==> config.mk <==
export PLATFORM = sky130hd
export DESIGN_NAME = gate_period_timer
export DESIGN_NICKNAME = d
export VERILOG_FILES = /design/src/rtl/gpt_pkg.sv /design/src/rtl/gpt_sync.sv /design/src/rtl/gpt_input_cond.sv /design/src/rtl/gpt_prescaler.sv /design/src/rtl/gate_period_timer.sv
export SDC_FILE = /design/constraint.sdc
export NUM_CORES = 1
export LEC_CHECK = 0
export BUFFER_PORTS_ARGS = -buffer_cell sky130_fd_sc_hd__buf_2
export CORE_MARGIN = 5
export CORE_UTILIZATION = 57
export DETAILED_ROUTE_END_ITERATION = 8
export GPL_ROUTABILITY_DRIVEN = 0
export PLACE_DENSITY = 0.77
export SYNTH_ARGS = -nofsm -noshare
export SYNTH_HDL_FRONTEND = slang
export SYNTH_SLANG_ARGS = --single-unit
==> constraint.sdc <==
create_clock -name clk_i -period 2.95 [get_ports clk_i]
set_input_delay 0.1475 -clock clk_i [delete_from_list [all_inputs] [get_ports clk_i]]
set_output_delay 0.1475 -clock clk_i [all_outputs]
set_load 0.01 [all_outputs]
==> src/rtl/gpt_pkg.sv <==
package gpt_pkg;

   typedef enum logic [1:0] {
      ADDR_COUNT  = 2'd0,
      ADDR_PERIOD = 2'd1,
      ADDR_CTRL   = 2'd2,
      ADDR_CLEAR  = 2'd3
   } gpt_addr_e;

   // Control word, bit0 is run
   typedef struct packed {
      logic       gate_mode;
      logic       ext_sync;
      logic       ext_src;
      logic [1:0] ps_sel;
      logic       run;
   } gpt_ctrl_t;

   localparam int unsigned CTRL_W = $bits(gpt_ctrl_t);

endpackage

==> src/rtl/gpt_sync.sv <==
module gpt_sync #(
   parameter int unsigned STAGES = 2
) (
   input  logic clk_i,
   input  logic rst_ni,
   input  logic d_i,
   output logic q_o
);
   if (STAGES < 1) begin : g_bad_stages
      $error("gpt_sync: STAGES must be at least 1");
   end

   logic [STAGES-1:0] chain_q;

   if (STAGES == 1) begin : g_single
      always_ff @(posedge clk_i or negedge rst_ni) begin
         if (!rst_ni) chain_q <= '0;
         else         chain_q <= d_i;
      end
   end else begin : g_multi
      always_ff @(posedge clk_i or negedge rst_ni) begin
         if (!rst_ni) chain_q <= '0;
         else         chain_q <= {chain_q[STAGES-2:0], d_i};
      end
   end

   assign q_o = chain_q[STAGES-1];
endmodule

==> src/rtl/gpt_input_cond.sv <==
module gpt_input_cond #(
   parameter int unsigned SYNC_STAGES = 2
) (
   input  logic clk_i,
   input  logic rst_ni,
   input  logic ext_clk_i,
   input  logic gate_i,
   input  logic ext_sync_i,
   output logic ext_rise_o,
   output logic gate_level_o,
   output logic gate_fall_o
);
   logic ext_s, ext_cur, ext_prev_q;
   logic gate_s, gate_prev_q;

   gpt_sync #(.STAGES(SYNC_STAGES)) u_ext_sync (
      .clk_i (clk_i),
      .rst_ni(rst_ni),
      .d_i   (ext_clk_i),
      .q_o   (ext_s)
   );

   gpt_sync #(.STAGES(SYNC_STAGES)) u_gate_sync (
      .clk_i (clk_i),
      .rst_ni(rst_ni),
      .d_i   (gate_i),
      .q_o   (gate_s)
   );

   // Direct path skips the synchroniser; edge detect stays in clk_i domain
   assign ext_cur = ext_sync_i ? ext_s : ext_clk_i;

   always_ff @(posedge clk_i or negedge rst_ni) begin
      if (!rst_ni) begin
         ext_prev_q  <= 1'b0;
         gate_prev_q <= 1'b0;
      end else begin
         ext_prev_q  <= ext_cur;
         gate_prev_q <= gate_s;
      end
   end

   assign ext_rise_o   = ext_cur & ~ext_prev_q;
   assign gate_level_o = gate_s;
   assign gate_fall_o  = gate_prev_q & ~gate_s;
endmodule

==> src/rtl/gpt_prescaler.sv <==
module gpt_prescaler #(
   parameter int unsigned SH1 = 3,
   parameter int unsigned SH2 = 6,
   parameter int unsigned SH3 = 8
) (
   input  logic       clk_i,
   input  logic       rst_ni,
   input  logic       clear_i,
   input  logic       tick_i,
   input  logic [1:0] sel_i,
   output logic       step_o
);
   localparam int unsigned PRE_W = SH3;

   if (!(SH1 > 0 && SH1 < SH2 && SH2 < SH3)) begin : g_bad_shifts
      $error("gpt_prescaler: shifts must be strictly increasing and non-zero");
   end

   logic [PRE_W-1:0] phase_q;
   logic [PRE_W-1:0] term;
   logic [PRE_W:0]   term_full;
   int unsigned      sh;

   always_comb begin
      unique case (sel_i)
         2'd0:    sh = 0;
         2'd1:    sh = SH1;
         2'd2:    sh = SH2;
         default: sh = SH3;
      endcase
      term_full = ({{PRE_W{1'b0}}, 1'b1} << sh) - 1'b1;
      term      = term_full[PRE_W-1:0];
   end

   assign step_o = tick_i & (phase_q == term);

   always_ff @(posedge clk_i or negedge rst_ni) begin
      if (!rst_ni)      phase_q <= '0;
      else if (clear_i) phase_q <= '0;
      else if (tick_i)  phase_q <= (phase_q == term) ? '0 : phase_q + 1'b1;
   end
endmodule

==> src/rtl/gate_period_timer.sv <==
module gate_period_timer
   import gpt_pkg::*;
#(
   parameter int unsigned CNT_W       = 16,
   parameter int unsigned SYNC_STAGES = 2,
   parameter int unsigned PS_SH1      = 3,
   parameter int unsigned PS_SH2      = 6,
   parameter int unsigned PS_SH3      = 8
) (
   input  logic             clk_i,
   input  logic             rst_ni,
   input  logic             ext_clk_i,
   input  logic             gate_i,
   input  logic             wr_en_i,
   input  logic [1:0]       wr_addr_i,
   input  logic [CNT_W-1:0] wr_data_i,
   output logic [CNT_W-1:0] count_o,
   output logic             irq_flag_o
);
   if (CNT_W < CTRL_W) begin : g_bad_width
      $error("gate_period_timer: CNT_W too narrow for the control word");
   end

   gpt_ctrl_t        ctrl_q;
   logic [CNT_W-1:0] count_q, period_q;
   logic             flag_q;
   logic             wr_count, wr_period, wr_ctrl, flag_clr;
   logic             ext_rise, gate_level, gate_fall;
   logic             gate_act, tick, step, presc_clear, at_period, flag_set;

   assign wr_count  = wr_en_i && (wr_addr_i == ADDR_COUNT);
   assign wr_period = wr_en_i && (wr_addr_i == ADDR_PERIOD);
   assign wr_ctrl   = wr_en_i && (wr_addr_i == ADDR_CTRL);
   assign flag_clr  = wr_en_i && (wr_addr_i == ADDR_CLEAR) && wr_data_i[0];

   gpt_input_cond #(.SYNC_STAGES(SYNC_STAGES)) u_cond (
      .clk_i       (clk_i),
      .rst_ni      (rst_ni),
      .ext_clk_i   (ext_clk_i),
      .gate_i      (gate_i),
      .ext_sync_i  (ctrl_q.ext_sync),
      .ext_rise_o  (ext_rise),
      .gate_level_o(gate_level),
      .gate_fall_o (gate_fall)
   );

   // Gate only applies to the internal source
   assign gate_act = ctrl_q.gate_mode & ~ctrl_q.ext_src;

   always_comb begin
      if (ctrl_q.ext_src) tick = ext_rise;
      else if (gate_act)  tick = gate_level;
      else                tick = 1'b1;
   end

   assign presc_clear = wr_count | ~ctrl_q.run;

   gpt_prescaler #(.SH1(PS_SH1), .SH2(PS_SH2), .SH3(PS_SH3)) u_presc (
      .clk_i  (clk_i),
      .rst_ni (rst_ni),
      .clear_i(presc_clear),
      .tick_i (tick),
      .sel_i  (ctrl_q.ps_sel),
      .step_o (step)
   );

   assign at_period = (count_q == period_q);

   assign flag_set = ctrl_q.run &
                     ((~gate_act & step & at_period & ~wr_count) |
                      (gate_act & gate_fall));

   always_ff @(posedge clk_i or negedge rst_ni) begin
      if (!rst_ni) begin
         ctrl_q   <= '0;
         period_q <= '0;
      end else begin
         if (wr_ctrl)   ctrl_q   <= gpt_ctrl_t'(wr_data_i[CTRL_W-1:0]);
         if (wr_period) period_q <= wr_data_i;
      end
   end

   always_ff @(posedge clk_i or negedge rst_ni) begin
      if (!rst_ni)                  count_q <= '0;
      else if (wr_count)            count_q <= wr_data_i;
      else if (ctrl_q.run && step)  count_q <= at_period ? '0 : count_q + 1'b1;
   end

   always_ff @(posedge clk_i or negedge rst_ni) begin
      if (!rst_ni)       flag_q <= 1'b0;
      else if (flag_set) flag_q <= 1'b1;
      else if (flag_clr) flag_q <= 1'b0;
   end

   assign count_o    = count_q;
   assign irq_flag_o = flag_q;
endmodule

==> results.ini <==
[yosys]
async_flop_share_pct = 100
ys.flop_type = dfrtp_1
synth_edf_count = 0
synth.avg_cell_area_um2 = 10.9
synth_mux_area_share_pct = 9.76
ys_types = 44
syn_nets = 280
ys_ff_latch = 53
synth-seq-area-share_pct = 47.9
synth_compound_area_share_pct = 14.3
synth_xor_area_share_pct = 6.64
synth_cells = 255
synth_top_family_by_area = simple AND/OR/NAND/NOR gates
synth-adder-area-share_pct = 0.904
syn_area_mm2 = 0.00277
yosys.area_share.simple_pct = 18.0
yosys_warnings = 0

[setup_path]
slowest_stage = nor3b_4
crit_family = simple AND/OR/NAND/NOR gates
r2r_setup_slack_ps = 470
path_buf_inv = 0
critical_path.startpoint_type = flip-flop
cp.arrival_ps = 2730
worstReg2RegEnd = count_o[13]
cp.depth = 6
crit_path_max_fanout = 10
cp.required_ps = 3200
startpoint = ctrl_q[1]
path_class = reg2reg
crit_path_end_kind = flip-flop
r2r_cells = 6
r2r-start = ctrl_q[1]
path_cells = or4_1 -> a211o_1 -> a22oi_4 -> nor3b_4 -> a32o_1 -> a21o_1
cpPeakStageDelay_ps = 540
crit_end = count_o[13]

[finish]
post-route-util_pct = 67.0
final_common_cell = dfrtp_1
register_area_mm2 = 0.00133
layout-drive-gt1-share_pct = 27.2
syn2layout_area_growth_pct = 14.3
multi_input_area_mm2 = 0.00138
stdcell_count = 368
fillers = 386
nNetsFinal = 325
n_antenna_cell = 0
mostFrequentLayoutCells = dfrtp_1, buf_2, mux2_2

[pwr]
power_density_mw_per_mm2 = 636
peakVddDrop_v = 0.000373
leakagePower_nw = 1.42

[global_routing]
grt_usage_pct = 20.9
grt_pass1_vias = 2049
grt.overflow.total = 0
grt_start_max_net_pins = 29
grt_pass1_wl_mm = 10.4
antenna_found_initial = 0

[route]
vias_per_cell = 5.86
dr_total_vias = 2157
wl_per_cell_um = 16.3
antenna_left = 0
first_iter_violations = 205
wl_mm = 6.00
drc = 0
drt_first_pass_iters = 4

[die]
die_y_um = 79.7
die_w_um = 79.7
core_area_mm2 = 0.00472
ios = 40
die_area_mm2 = 0.00635
initial_core_util_pct = 58.6
rows = 25

[clocking]
cts_tree = done
postCtsResizedCells = 0
numCtsBuffers = 5
clk_latency_ps = 310
cts-root-buf = clkbuf_8
clkTransAtPathRegs_ps = 100
cts.htree.levels = 2
clock_sinks = 53
clockBufferDepth = 2

[timing]
tightest_slew_ps = 837
period_minus_slack_ps = 2480
slew_viol_final = 0
fmax_mhz = 404
rsz0062_at_grt = no
setup-tns-final_ps = 0
holdWs_ps = 45.9
hold_violations = 0
finClkSkew_ps = 6.01
finalCritPeriodShare_pct = 84.0
setup_viol = 0
max_slew_margin_pct = 44.0

[place]
place_inst = 357
dp_hpwl_mm = 4.36
port_buffers = 39

[job]
maxCapViolCount = 0

[status]
status = completed

[min_path]
hp-class = in2reg

## worst register-to-register path, cell delays in order (launching register included)
cell and delay [ps]:
dfrtp_1 430, or4_1 520, a211o_1 330, a22oi_4 250
nor3b_4 540, a32o_1 270, a21o_1 90
## report_power, final
| group | internal [mW] | switching [mW] |
|---|---|---|
| registers | 0.860 | 0.176 |
| logic | 0.281 | 0.264 |
| clock network | 0.173 | 0.257 |
| total | 1.31 | 0.697 |
## per-layer routing
| metal | share of wire, % | routed length [µm] | vias to the layer above | track usage [%] |
|---|---|---|---|---|
| met2 | 45 | 2680 | 68 | 30.3 |
| met1 | 48 | 2890 | 1044 | 32.7 |
| met4 | 1.5 | 87 | 0 | 4.12 |
| met5 | 0 | 0 | - | 0 |
| met3 | 5.7 | 339 | 10 | 3.84 |
| li1 | - | - | 1035 | - |
## area by class of cell
cell class | instances | share of cell area, %
multi-input cells | 187 | 43.6
flip-flops and latches | 53 | 41.9
inverters | 7 | 0.830
clock buffers | 5 | 2.17
repair buffers | 46 | 8.07
well taps | 67 | 2.65
clock inverters | 3 | 0.791
## worst min path at each step
stage | start | endpoint | cells past startpoint
floorplan | rst_ni | count_o[0] | 0
global placement | rst_ni | u_cond.u_gate_sync.chain_q[0] | 1
detailed placement | rst_ni | u_cond.ext_prev_q | 1
CTS | wr_data_i[8] | count_o[8] | 3
global route | wr_data_i[8] | count_o[8] | 3
finish | wr_data_i[8] | count_o[8] | 3
## per-stage QoR
stage                     cell area (µm²)  setup WS, ps  power (mW)
after global routing                 3160           331        2.13
after detailed placement             3040           530        1.59
after global placement               3040           585        1.57
after CTS                            3160           496        2.02
after floorplan                      2770           729        1.39
final                                3160           473        2.01
## logic make-up (layout without fill, tap and decap cells)
group	after synthesis	in the layout
adders and majority gates	2	2
buffers and inverters	15	61
muxes	24	24
AOI/OAI and AO/OA	51	51
DFF	53	53
xor gates and xnor gates	21	21
and+or+nand+nor	89	89
## repair_timing
| action | CTS | global route |
|---|---|---|
| buffers inserted | 0 | 0 |
| hold buffers | 3 | 0 |
| hold endpoints to repair | 28 | 0 |
## Yosys cell counts (all sizes together), types with 5 or more instances
cell    instances  area [µm²]
nand2          14        52.6
nor2           16        60.1
inv             7        26.3
o22ai           8        50.1
xor2            5        43.8
and2            5        31.3
a21o           10        75.1
xnor2          16         140
dfrtp          53        1330
a21oi           5        25.0
and3            8        50.1
nand3          14        70.1
nand4           9        56.3
clkbuf          5        18.8
mux2           24         270
## flip-flops by register name (all words and copies together) (netlist names)
name,count
u_cond.u_ext_sync.chain_q,2
ctrl_q,6
u_cond.ext_prev_q,1
u_presc.phase_q,8
period_q,16
u_cond.u_gate_sync.chain_q,2
irq_flag_o,1
u_cond.gate_prev_q,1
count_o,16
No activity file was read; power rests on OpenSTA's default activity.
